`src/rtl/ckr_pkg.sv`:
```
package ckr_pkg;

    typedef enum logic [1:0] {
        CK_RUN  = 2'd0,
        CK_SAVE = 2'd1,
        CK_HOLD = 2'd2,
        CK_LOAD = 2'd3
    } ck_phase_e;

    typedef struct packed {
        logic save_open;
        logic save_word;
        logic save_commit;
        logic load_done;
        logic new_event;
    } ck_strobe_t;

    function automatic logic is_last(input int unsigned idx, input int unsigned count);
        return idx == count - 1;
    endfunction

endpackage

```
`src/rtl/ckr_period_timer.sv`:
```
module ckr_period_timer #(
    parameter int unsigned PERIOD = 128,
    localparam int unsigned CW = (PERIOD > 1) ? $clog2(PERIOD) : 1
) (
    input  logic clk,
    input  logic rst,
    input  logic run_i,
    input  logic clear_i,
    output logic expire_o
);
    logic [CW-1:0] cnt_q;
    logic          at_end;

    assign at_end   = (cnt_q == CW'(PERIOD - 1));
    assign expire_o = run_i && at_end;

    always_ff @(posedge clk) begin
        if (rst || clear_i) begin
            cnt_q <= '0;
        end else if (run_i) begin
            cnt_q <= at_end ? '0 : cnt_q + 1'b1;
        end
    end
endmodule

```
`src/rtl/ckr_safe_store.sv`:
```
module ckr_safe_store #(
    parameter int unsigned NW = 9,
    parameter int unsigned DW = 16,
    localparam int unsigned IW = (NW > 1) ? $clog2(NW) : 1,
    localparam int unsigned NSLOT = 2
) (
    input  logic          clk,
    input  logic          rst,
    input  logic          open_i,
    input  logic          wr_en_i,
    input  logic [IW-1:0] wr_idx_i,
    input  logic [DW-1:0] wr_data_i,
    input  logic          commit_i,
    input  logic [IW-1:0] rd_idx_i,
    output logic [DW-1:0] rd_data_o,
    output logic          good_o
);
    logic             newest_q;
    logic [NSLOT-1:0] valid_q;
    logic             target;
    logic [DW-1:0]    slot_rd [NSLOT];

    assign target = ~newest_q;

    for (genvar g = 0; g < NSLOT; g++) begin : g_slot
        logic [DW-1:0] words [NW];
        always_ff @(posedge clk) begin
            if (wr_en_i && (target == 1'(g))) begin
                words[wr_idx_i] <= wr_data_i;
            end
        end
        assign slot_rd[g] = words[rd_idx_i];
    end

    always_ff @(posedge clk) begin
        if (rst) begin
            valid_q  <= '0;
            newest_q <= 1'b0;
        end else begin
            if (open_i) begin
                valid_q[target] <= 1'b0;
            end
            if (commit_i) begin
                valid_q[target] <= 1'b1;
                newest_q        <= target;
            end
        end
    end

    assign rd_data_o = slot_rd[newest_q];
    assign good_o    = valid_q[newest_q];
endmodule

```
`src/rtl/ckr_gap_monitor.sv`:
```
module ckr_gap_monitor #(
    parameter int unsigned MIN_GAP = 512,
    localparam int unsigned GW = $clog2(MIN_GAP + 1)
) (
    input  logic clk,
    input  logic rst,
    input  logic done_i,
    input  logic event_i,
    output logic violation_o
);
    logic [GW-1:0] gap_q;
    logic          armed_q;
    logic          too_soon;

    assign too_soon = armed_q && (gap_q < GW'(MIN_GAP - 1));

    always_ff @(posedge clk) begin
        if (rst) begin
            gap_q       <= '0;
            armed_q     <= 1'b0;
            violation_o <= 1'b0;
        end else begin
            if (done_i) begin
                gap_q   <= '0;
                armed_q <= 1'b1;
            end else if (gap_q != GW'(MIN_GAP)) begin
                gap_q <= gap_q + 1'b1;
            end
            if (event_i && too_soon) begin
                violation_o <= 1'b1;
            end
        end
    end
endmodule

```
`src/rtl/ckr_ctrl.sv`:
```
module ckr_ctrl
    import ckr_pkg::*;
#(
    parameter int unsigned NREGS    = 8,
    parameter int unsigned DW       = 16,
    parameter int unsigned PERIOD   = 128,
    parameter int unsigned MIN_GAP  = 512,
    parameter int unsigned RESET_PC = 32'h100,
    localparam int unsigned NW = NREGS + 1,
    localparam int unsigned IW = $clog2(NW)
) (
    input  logic          clk,
    input  logic          rst,
    input  logic          detect_i,
    input  logic [DW-1:0] snap_word_i,
    output logic [IW-1:0] snap_sel_o,
    output logic          core_stall_o,
    output logic          restore_stb_o,
    output logic [IW-1:0] restore_sel_o,
    output logic [DW-1:0] restore_word_o,
    output logic          progress_violation_o
);
    ck_phase_e     phase_q, phase_d;
    logic [IW-1:0] idx_q, idx_d;
    ck_strobe_t    stb;
    logic          expire;
    logic          word_last;
    logic [DW-1:0] slot_word;
    logic          slot_good;

    assign word_last = is_last(32'(idx_q), NW);

    always_comb begin
        phase_d = phase_q;
        idx_d   = idx_q;
        stb     = '0;
        unique case (phase_q)
            CK_RUN: begin
                if (detect_i) begin
                    stb.new_event = 1'b1;
                    phase_d       = CK_HOLD;
                end else if (expire) begin
                    phase_d = CK_SAVE;
                    idx_d   = '0;
                end
            end
            CK_SAVE: begin
                stb.save_word = 1'b1;
                stb.save_open = (idx_q == '0);
                if (detect_i) begin
                    stb.new_event = 1'b1;
                    phase_d       = CK_HOLD;
                end else if (word_last) begin
                    stb.save_commit = 1'b1;
                    phase_d         = CK_RUN;
                    idx_d           = '0;
                end else begin
                    idx_d = idx_q + 1'b1;
                end
            end
            CK_HOLD: begin
                idx_d = '0;
                if (!detect_i) begin
                    phase_d = CK_LOAD;
                end
            end
            CK_LOAD: begin
                if (detect_i) begin
                    phase_d = CK_HOLD;
                    idx_d   = '0;
                end else if (word_last) begin
                    stb.load_done = 1'b1;
                    phase_d       = CK_RUN;
                    idx_d         = '0;
                end else begin
                    idx_d = idx_q + 1'b1;
                end
            end
            default: begin
                phase_d = CK_RUN;
                idx_d   = '0;
            end
        endcase
    end

    always_ff @(posedge clk) begin
        if (rst) begin
            phase_q <= CK_RUN;
            idx_q   <= '0;
        end else begin
            phase_q <= phase_d;
            idx_q   <= idx_d;
        end
    end

    ckr_period_timer #(
        .PERIOD (PERIOD)
    ) u_timer (
        .clk      (clk),
        .rst      (rst),
        .run_i    (phase_q == CK_RUN),
        .clear_i  (stb.load_done),
        .expire_o (expire)
    );

    ckr_safe_store #(
        .NW (NW),
        .DW (DW)
    ) u_store (
        .clk       (clk),
        .rst       (rst),
        .open_i    (stb.save_open),
        .wr_en_i   (stb.save_word),
        .wr_idx_i  (idx_q),
        .wr_data_i (snap_word_i),
        .commit_i  (stb.save_commit),
        .rd_idx_i  (idx_q),
        .rd_data_o (slot_word),
        .good_o    (slot_good)
    );

    ckr_gap_monitor #(
        .MIN_GAP (MIN_GAP)
    ) u_gap (
        .clk         (clk),
        .rst         (rst),
        .done_i      (stb.load_done),
        .event_i     (stb.new_event),
        .violation_o (progress_violation_o)
    );

    assign snap_sel_o     = idx_q;
    assign restore_sel_o  = idx_q;
    assign core_stall_o   = (phase_q != CK_RUN);
    assign restore_stb_o  = (phase_q == CK_LOAD);
    assign restore_word_o = slot_good ? slot_word
                          : ((idx_q == '0) ? DW'(RESET_PC) : '0);
endmodule

```
`config.mk`:
```
export PLATFORM = sky130hd
export DESIGN_NAME = ckr_ctrl
export DESIGN_NICKNAME = d
export VERILOG_FILES = /design/src/rtl/ckr_pkg.sv /design/src/rtl/ckr_period_timer.sv /design/src/rtl/ckr_safe_store.sv /design/src/rtl/ckr_gap_monitor.sv /design/src/rtl/ckr_ctrl.sv
export SDC_FILE = /design/constraint.sdc
export NUM_CORES = 1
export LEC_CHECK = 0
export BUFFER_PORTS_ARGS = -buffer_cell sky130_fd_sc_hd__buf_2
export CAP_MARGIN = 20
export CORE_ASPECT_RATIO = 0.8
export CORE_MARGIN = 2
export CORE_UTILIZATION = 45
export DETAILED_ROUTE_END_ITERATION = 16
export PLACE_DENSITY = 0.59
export SYNTH_ARGS = -nofsm -noshare
export SYNTH_HDL_FRONTEND = slang
export SYNTH_SLANG_ARGS = --single-unit
```
`constraint.sdc`:
```
create_clock -name clk -period 5.5 [get_ports clk]
set_input_delay 0.825 -clock clk [delete_from_list [all_inputs] [get_ports clk]]
set_output_delay 0.825 -clock clk [all_outputs]
set_load 0.02 [all_outputs]
```
# ---- Word level (Yosys, flattened, before mapping)
# Memory sizes are Yosys's and may differ from the RTL's. A register that Yosys moved wholly into a read port is not among the register bits.
# Index checks and enable logic that the tools add are counted.
dict set report totals {
  reg_bits 28
  ramBits 288
  memories 2
  out_inout_bits 27
  wordCells 89
}
# memory depth word_bits rd rd_ports_with_merged_regs write_ports line_no
set mem_list {}
lappend mem_list {{u_store.g_slot[0].words} 9 16 1 1 1 ckr_safe_store.sv:26} ;# logic [DW-1:0] words [NW];
lappend mem_list {{u_store.g_slot[1].words} 9 16 1 1 1 ckr_safe_store.sv:26}
dict set report op_classes {
  n_addsub 3
  n_reduce_logical 15
  n_lt_le_gt_ge 5
  eq_ne 12
  bitwise 5
  muxes 39
}
# cell n
set op_table {}
lappend op_table {{$mux 16} 4}
lappend op_table {{$mux 4} 9}
lappend op_table {{$mux 2} 8}
lappend op_table {{$pmux 4 s4} 1}
lappend op_table {{$mux 1} 12}
lappend op_table {{$add 10x1->10 const B} 1}
lappend op_table {{$lt 10x9->1 const B} 1}
lappend op_table {{$ne 10x10->1 const B} 1}
lappend op_table {{$mux 9} 1}
lappend op_table {{$ne 2x2->1 const B} 4}
lappend op_table {{$add 7x1->7 const B} 1}
lappend op_table {{$eq 7x7->1 const B} 1}
lappend op_table {{$mux 7} 1}
lappend op_table {{$logic_and 1x1->1} 6}
lappend op_table {{$pmux 2 s3} 1}
lappend op_table {{$reduce_and 3->1} 2}
lappend op_table {{$reduce_or 2->1} 3}
lappend op_table {{$add 4x1->4 const B} 1}
lappend op_table {{$eq 2x2->1 const B} 2}
lappend op_table {{$eq 4x4->1 const B} 1}
lappend op_table {{$logic_not 4->1} 1}
lappend op_table {{$lt 1x2->1 const B} 2}
lappend op_table {{$mux 3} 1}
lappend op_table {{$ne 3x1->1 const B} 1}
lappend op_table {{other kinds (13)} 13}

# ---- Logic depth before layout (Yosys ltp)
# Gate-level depths: netlist of run 1.
dict set report depth {
  ltp_word 11
  ltp_mapped 7
}

# ---- Modules after synthesis
# Synthesis of run 1 repeated with hierarchy kept, for this count alone.
dict set report hier_totals {
  cells_unflattened 751
  hier_area_um2 12866.1
}
# module seq_area_each_um2 instances area_each_um2 cells_per_inst
set by_module_without_submodules {}
lappend by_module_without_submodules {ckr_safe_store 8708.4 1 11432.2 576}
lappend by_module_without_submodules {ckr_gap_monitor 240.2 1 570.5 66}
lappend by_module_without_submodules {ckr_ctrl 120.1 1 513.0 66}
lappend by_module_without_submodules {ckr_period_timer 140.1 1 350.3 43}

# ---- Worst setup path after synthesis of run 1
# Ideal clock, no wire load.
dict set report synth_timing {
  kind {reg-to-output}
  from {reg with a tool-made name}
  to {out restore_word_o[10]}
  path_stages_with_launch 8
  t_arrival_ps 1706
  setup_slack_ps 2969
  cell_sequence {dfxtp_1 > buf_6 > buf_6 > and2_1 > buf_2 > a221oi_2 > o21ai_1 > a32oi_1}
}
# element line_no
set synth_lines {}
lappend synth_lines {{end, declared} ckr_ctrl.sv:20} ;# output logic [DW-1:0] restore_word_o,

==> results.md, run 1 <==
Power and ir drop:
- In this run the power density over the cells is 336.0 nW/um^2.
- For this design the static power due to leakage is 4.478 nW.
- The maximum ir drop on the vdd rail is 0.2352 mV.

Worst setup path:
- The minimum setup slack among reg-to-reg paths is 2930 ps.
- The maximum fanout count along the critical path is 35.
- The arrival time at the worst endpoint is 3220 ps.
- The worst register-to-register path begins at phase_q[0].
- The startpoint type of the worst setup path is a flop.
- STA puts the critical path data required time at 4680 ps.
- The worst register-to-register path ends at u_store.g_slot[0].words[5][10].
- STA classifies the critical path endpoint as a primary output.
- The worst setup path is of the flop to primary output kind.
- The number of cells on the worst reg-to-reg path is 5.

Drt:
- After the first detailed-routing iteration, the DRC count stood at 641.
- In the final routed layout, each cell accounts on average for 24.24 um.
- The antenna violation net count after detailed routing is 0.
- The number of DRC violations after detailed routing is 0.
- For this block, the via count after detailed routing is 6,715.
- The average via count per standard cell is 5.789.
- The aggregate routed wire length is 28,120 um.
- The first-pass iteration count of the detailed router is 5.

Synthesis:
- During synthesis, Yosys emitted a total of 0 warnings.
- The count of different cell masters after synthesis is 52.
- The number of enable flip-flop cells after synthesis is 288.
- The portion of synthesized area spent on multiplexers is 0.1279.
- The most used flip-flop cell after synthesis is edfxtp_1.
- A synthesized cell averages 17.72 um^2.
- The cell area that synthesis handed to floorplanning was 12,710 um^2.
- Synthesis handed over a netlist of 717 instances.
- The xor-xnor portion of the synthesized cell area is 0.006892.
- Of the total synthesized cell area, the portion taken by AND, OR, NAND and NOR gates is 0.05021.
- The flip-flop and latch count after synthesis is 320.
- The async set-or-reset flop fraction in the synthesized netlist is 0.
- The number of nets in the synthesized netlist is 743.
- By area, the combinational part of the netlist is dominated by multiplexers.
- The fraction of the mapped netlist area in compound gates was 0.05494.
- For this run, the register share of the synthesized area comes to 0.7309.
- The share of synthesized cell area in full adder, half adder and majority cells is 0.006892.

Timing:
- The final critical path time including I/O delays and setup is 4049 ps.
- Based on the critical path, the design can be clocked at up to 0.2470 GHz.
- The worst-case headroom to the max-slew limit is 0.2398.
- The number of max-slew violations in the final report is 0.
- The final hold violation count is 0.
- The part of the cycle the worst path needs is 0.7362.
- The setup TNS is 0 ps.
- Setup violations remaining at the end of the flow were counted as 0.
- Between clock sinks in the finished design, the worst skew comes to 10.56 ps.
- The transition time at the pin with the least slew margin is 1140 ps.
- Setup repair after global routing left no endpoint under its margin.

Floorplanning:
- The total core area is 27,500 um^2.
- In this run the count of I/O pins placed on the die edge is 46.
- The initial utilization of the core area, before any placement, comes to 0.4621.
- The die extent in x is 191.9 um.
- The area of the die is 29,610 um^2.
- The standard-cell row count is 54.
- The die boundary height is 154.3 um.

Placed design:
- The total cell area at the placement stage is 13,240 um^2.
- The final estimated routing congestion in global placement is 0.8539.
- The detailed-placement wirelength estimate is 16,500 um.
- The number of placed instances, taps included, is 1,100.
- Buffers placed on the I/O ports in this run total 45.

Run:
- Max-cap violations in this run came to 0.

GRT:
- The initial antenna violation count came to 0.
- The total routing usage reported by global routing is 0.1941.
- The largest net degree at the start of global routing is 56.
- The number of global-route vias before repair is 6,822.
- The first global-routing pass estimated 42,660 um of wire.
- The global route total overflow is 0.

CTS:
- At the later pin of the worst-skew pair, clock insertion delay measures 560 ps.
- The number of buffers inserted during clock tree synthesis is 31.
- After clock tree synthesis, the clock-pin slew on the worst setup and hold paths is 60 ps.
- CTS saw 320 sinks.
- In this run the clock root is driven by a clkbuf_16.
- Once the clock tree was built, the resizer swapped 0 gates to a different size.
- In this run the number of H-tree levels came out at 1.
- The TritonCTS clock tree is yes.
- The buffer levels on the longest clock path is 3.
- The number of setup buffers added after CTS is 0.
- The count of hold-fix buffers inserted at cts is 0.

Finish:
- Leaving out filler cells and counting taps, the final layout contains 1,160.
- 0 antenna diodes ended up in the layout.
- The layout net count is 799.
- The share of cells above drive strength 1 is 0.1947.
- The relative area change from synthesis to final layout is 12.42%.
- Once layout is done, the placed cells without fillers occupy 14,290 um^2.

Min path:
- The number of cells on the worst hold path is 2.
- The endpoint with the worst hold slack is u_gap.armed_q.
- In this run the most critical hold path is launched from u_gap.armed_q.
- The worst hold path belongs to the class flop to flop.

Run status:
- The run finished with clean final reports.
-- how the worst max path moves through the flow --
stage          start            endpoint  slack, ps  cells after the start
6_report        flop  restore_word_o[11]       1450                      6
2_1_floorplan   flop  restore_word_o[10]       2970                      7
5_1_grt         flop  restore_word_o[11]       1290                      6
3_5_place_dp    flop   restore_word_o[6]       1900                      5
3_3_place_gp    flop   restore_word_o[6]       1920                      5
4_1_cts         flop   restore_word_o[6]       1290                      5
-- state kept, by name, indices dropped and copies added, names as in the netlist, named ones only --
signal	flops
u_gap.armed_q	1
u_store.newest_q	1
u_store.g_slot.words	288
u_gap.violation_o	1
u_timer.cnt_q	7
restore_sel_o	4
u_gap.gap_q	10
phase_q	1
-- layer usage --
metal | track usage | up-vias | wire [um]
li1 | - | 2985 | -
met4 | 0.04945 | 0 | 607
met3 | 0.02360 | 47 | 1421
met2 | 0.3017 | 196 | 12950
met5 | 0 | - | 0
met1 | 0.2928 | 3487 | 13150
-- per-stage QoR --
step,power (mW),hold WS [ps],util,setup slack [ps]
finish,4.800,477.7,0.5195,1451
global route,4.938,499.4,0.5195,1291
CTS,4.838,473.5,0.5172,1291
detailed placement,2.803,468.2,0.4816,1901
global placement,2.797,450.5,0.4816,1922
floorplan,2.755,437.1,-,2969
-- synthesized netlist by cell type, types with 9 or more instances --
cell	instances	area, um^2
mux2i_1	48	480.5
dfxtp_1	32	640.6
inv_1	9	33.78
a21oi_1	17	85.08
nor2_1	34	127.6
and2_1	18	112.6
buf_4	11	82.58
nand2_1	26	97.59
a221oi_1	10	87.58
o21ai_1	15	75.07
edfxtp_1	288	8648
mux4_2	37	833.3
a22oi_1	17	127.6
clkbuf_1	14	52.55
-- final cells by class --
class                           count  area [um^2]
Tap cell                          364        455.4
Fill cell                        2184        13210
Sequential cell                   320         9295
Clock inverter                     21        186.4
Multi-Input combinational cell    349         3137
Timing Repair Buffer               62        387.9
Inverter                            9        33.78
Clock buffer                       35        790.8
-- critical path, stage by stage, from the launching register on --
cell	delay [ps]
dfxtp_2	960
buf_4	370
mux4_2	530
mux2_2	270
a22oi_1	190
o21ai_1	110
buf_2	200
-- cells in the final DEF, fill, tap and decap left out, types with 15 or more instances in the layout --
master and n:
edfxtp_1 288, mux2i_1 48, buf_2 45, mux4_2 37, nor2_1 34, clkbuf_16 31, dfxtp_1 29, nand2_1 26
and2_1 18, a21oi_1 17, a22oi_1 17, o21ai_1 15
-- power by group --
part           switching, mW  total [mW]  internal (mW)  leakage (nW)
Combinational         0.0602      0.0876         0.0274          1.15
Sequential           0.00947        2.66           2.65          2.85
Clock                  0.881        2.05           1.17         0.475
-- cells by family (layout without fill, tap and decap cells) --
family	Yosys count	after routing
compound gates	100	100
xor+xnor	10	10
fa+ha+maj	7	7
buf+inv	48	127
flops	320	320
mux	106	106
simple gates	126	126
Power figures use the tool's default switching activity.
==> run 2, diff against run 1 <==
- ABC_AREA: not set -> 1
- PLACE_DENSITY: 0.59 -> 0.61
- clock period: 5.5 -> 3.3 ns (I/O delays scaled with it)
==> results.md, run 2 <==
Run status:
- The run finished with clean final reports.

Timing:
- The largest clock skew in the final design came to 24.39 ps (+13.83 ps).
- The worst-case headroom to the max-slew limit is 0.4841 (+0.2443).
- The highest clock rate is 0.3330 GHz.
- The setup TNS is 0 ps (unchanged).
- The number of max-slew violations in the final report is 0 (unchanged).
- The final critical path time including I/O delays and setup is 3003 ps.
- Setup repair after global routing left no endpoint under its margin.
- The setup slack of the critical path after layout is 297.2 ps (-1154 ps).
- The final setup violation count was 0 (unchanged).
- The final hold violation count is 0 (unchanged).
- The transition time at the pin with the least slew margin is 773.9 ps (-366.4 ps).
- The part of the cycle the worst path needs is 0.9100.

Drt:
- The total number of vias came to 8,971 (+34%).
- The antenna violation net count after detailed routing is 0 (unchanged).
- The average via count per standard cell is 5.401 (-6.7%).
- The aggregate routed wire length is 33,230 um (+18%).
- The number of DRC violations after detailed routing is 0 (unchanged).
- The number of design-rule violations left by the first detailed-router iteration came to 873 (+36%).
- The first-pass iteration count of the detailed router is 6 (+1).
- The average wire length per cell after detail routing is 20.01 um (-17%).

Power and ir drop:
- The total leakage power came to 5.546 nW (+24%).
- The maximum ir drop on the vdd rail came to 0.3422 mV (+45%).
- The power per unit of standard cell area came to 571.7 nW/um^2 (+70%).

Floorplanning:
- The total core area is 29,150 um^2 (+6.0%).
- The die boundary height was 157.4 um (+2.0%).
- The area of the die is 30,800 um^2 (+4.0%).
- The die extent in x is 195.7 um (+2.0%).
- The starting density of the core was 0.4539 (-0.008246).
- The standard-cell row count is 56 (+3.7%).
- The boundary pin count is 46 (unchanged).

GRT:
- The number of global-route vias before repair is 8,394 (+23%).
- The initial antenna violation count is 0 (unchanged).
- The first-pass GRT wire length is 50,370 um (+18%).
- The global route total overflow is 0 (unchanged).
- The largest net degree at the start of global routing is 90 (+61%).
- The total routing usage reported by global routing was 0.2180 (+0.02395).

Synthesis:
- The number of enable flip-flop cells after synthesis is 288 (unchanged).
- The most used standard cell by instance count after synthesis is edfxtp_1.
- edfxtp_1 takes more of the synthesized area than any other cell.
- By count the netlist is led by edfxtp_1, nand2_1, nand3_1, nor2_1, inv_1.
- The number of nets in the synthesized netlist is 1,233 (+66%).
- The mean cell area of the mapped netlist is 10.96 um^2 (-38%).
- By area the synthesized netlist is led by edfxtp_1, nand2_1, nand3_1, nor2_1, dfxtp_1.
- The gate count of the mapped netlist is 1,207 (+68%).
- In the synthesized netlist the dominant register cell turns out to be edfxtp_1.
- The flip-flop and latch count after synthesis came to 320 (unchanged).
- The count of warnings emitted by yosys is 0 (unchanged).
- The count of different cell masters after synthesis is 33 (-37%).
- The sequential area share after synthesis is 0.7021 (-0.02882).
- The top cell type's share of synthesized area is 0.6537 (-0.02684).
- The async set-or-reset flop fraction in the synthesized netlist came to 0 (unchanged).
- The netlist area before placement is 13,230 um^2 (+4.1%).

CTS:
- The insertion delay to the later sink of the worst-skew pair came to 520 ps (-40 ps).
- The count of hold-fix buffers inserted at cts came to 0 (unchanged).
- The number of buffers inserted during clock tree synthesis is 35 (+13%).
- The clock transition time at the flip-flop clock pins of the worst setup and hold paths is 60 ps (about the same).
- The tree is rooted in a clkbuf_16.
- The buffer levels on the longest clock path is 3 (unchanged).
- The number of gates resized after CTS is 0 (unchanged).
- The count of clock tree sinks is 320 (unchanged).
- TritonCTS built the clock tree.
- The number of post-CTS setup repair buffers was 0 (unchanged).
- The number of levels the H-tree was split into was 2 (+1).

Worst setup path:
- The kind of critical path is flop to primary output.
- The worst setup path is captured at a primary output.
- The startpoint identified for the worst register-to-register timing path is phase_q[0].
- The data required time of the worst path is 2800 ps (-1880 ps).
- The cell with the largest stage delay on the worst path is inv_2.
- The startpoint type of the worst setup path is a flop.
- The arrival time at the worst endpoint was 2510 ps (-710 ps).
- The biggest cell delay along the critical path came to 370 ps (-590 ps).
- The maximum fanout count along the critical path is 19 (-46%).
- The signal on the critical path passes through buf_4 -> inv_2 -> buf_4 -> nand3_1 -> nand2_1 -> nand3_1 -> nand2_1 -> buf_2.

Finish:
- The non-filler instance count after layout is 1,661 (+43%).
- The area of all sequential standard cells is 9294 um^2 (about the same).
- The fill cell instance count of the final layout is 2,551 (+17%).
- The share of cells above drive strength 1 was 0.1285 (-0.06622).
- The combined area of the multi-input logic cells is 3393 um^2 (+8.2%).
- More flip-flops sit in one register than any other, and that register is u_store.g_slot.words.
- The layout net count is 1,287 (+61%).
- The number of antenna diodes was 0 (unchanged).
- Relative to the synthesized area, the layout overhead comes to 14.22%.
- The library cell used most frequently in the layout, excluding fill and tap cells, is edfxtp_1.
- The flip-flop count of the largest register after layout came to 288 (unchanged).
- The largest registers in the layout are u_store.g_slot.words (288), u_gap.gap_q (10), u_timer.cnt_q (7).
- The top cell types in the final layout, fill and taps aside, are edfxtp_1, nand2_1, nand3_1, nor2_1, inv_1.

Min path:
- The worst min-delay path category is input port to flop.
- The startpoint identified for the worst hold timing path is rst.

Placed design:
- The post-placement worst setup slack came to 856.6 ps (-1044 ps).
- The detailed-placement wirelength estimate was 19,450 um (+18%).
- The number of cells in the design after placement is 1,601 (+46%).
- The final estimated routing congestion in global placement is 0.8058 (-5.6%).
- The number of buffer cells added on primary ports is 45 (unchanged).

Run:
- The max-cap check violation count is 0 (unchanged).
run 2: cell types whose count changed in the layout (fill, tap and decap cells not counted), moves of 16 or more:
cell | before | now
a21oi_1 | 17 | 45
a22oi_1 | 17 | 0
and2_1 | 18 | 1
buf_4 | 14 | 35
inv_1 | 9 | 68
mux2i_1 | 48 | 0
mux4_2 | 37 | 0
nand2_1 | 26 | 263
nand3_1 | 7 | 182
nor2_1 | 34 | 158
nor2_2 | 0 | 18
o21ai_0 | 6 | 22
run 2: final timing paths:
| check | endpoint | slack [ps] | cells after the start |
|---|---|---|---|
| worst max register to register | u_store.g_slot[1].words[8][2] | 960 | 5 |
| worst min register to register | u_gap.violation_o | 450 | 2 |
| worst max-delay path | restore_word_o[8] | 300 | 8 |
| worst min-delay path | u_gap.armed_q | 250 | 2 |
run 2: logic make-up after synthesis:
family | Yosys count | share of synthesized area
AND/OR/NAND/NOR | 640 | 0.2039
AO/OA/AOI/OAI | 95 | 0.03925
flip-flops | 320 | 0.7021
buffers and inverters | 140 | 0.04483
XOR/XNOR | 5 | 0.003310
adder cells (fa/ha/maj) | 7 | 0.006620
run 2: final cells by class:
type / count / area share
multi-input cells: 747 / 0.2245
clock buffers: 45 / 0.06384
repair buffers: 84 / 0.03759
well taps: 377 / 0.03121
inverters: 73 / 0.01813
flip-flops and latches: 320 / 0.6150
clock inverters: 15 / 0.009687
run 2: per-layer routing:
layer  share of wire  track usage  wire length (um)
met1            0.47       0.3352             15570
met2            0.42       0.3207             14080
met3           0.090      0.03878              2985
met4           0.018      0.05339               595
met5               0            0                 0
run 2: stage by stage:
stage / hold slack, ps / power, mW / cell area (um^2) / util
2_1_floorplan: 430.7 / 4.775 / 13230 / -
3_3_place_gp: 436.5 / 4.931 / 14000 / 0.4803
3_5_place_dp: 440.8 / 4.937 / 14000 / 0.4803
4_1_cts: 241.6 / 8.691 / 15110 / 0.5185
5_1_grt: 248.4 / 8.902 / 15110 / 0.5185
6_report: 247.4 / 8.640 / 15110 / 0.5185
run 2: critical path: cells and delay by family, from the launching register on:
| family | cells | cell delay, ps |
|---|---|---|
| and+or+nand+nor | 4 | 570 |
| DFF | 1 | 290 |
| buffers and inverters | 4 | 1110 |
run 2: power by group:
group,total [mW],switching (mW),internal (mW)
Clock,3.79,1.56,2.23
Sequential,4.45,0.0227,4.43
Combinational,0.400,0.293,0.107
Total,8.64,1.87,6.77
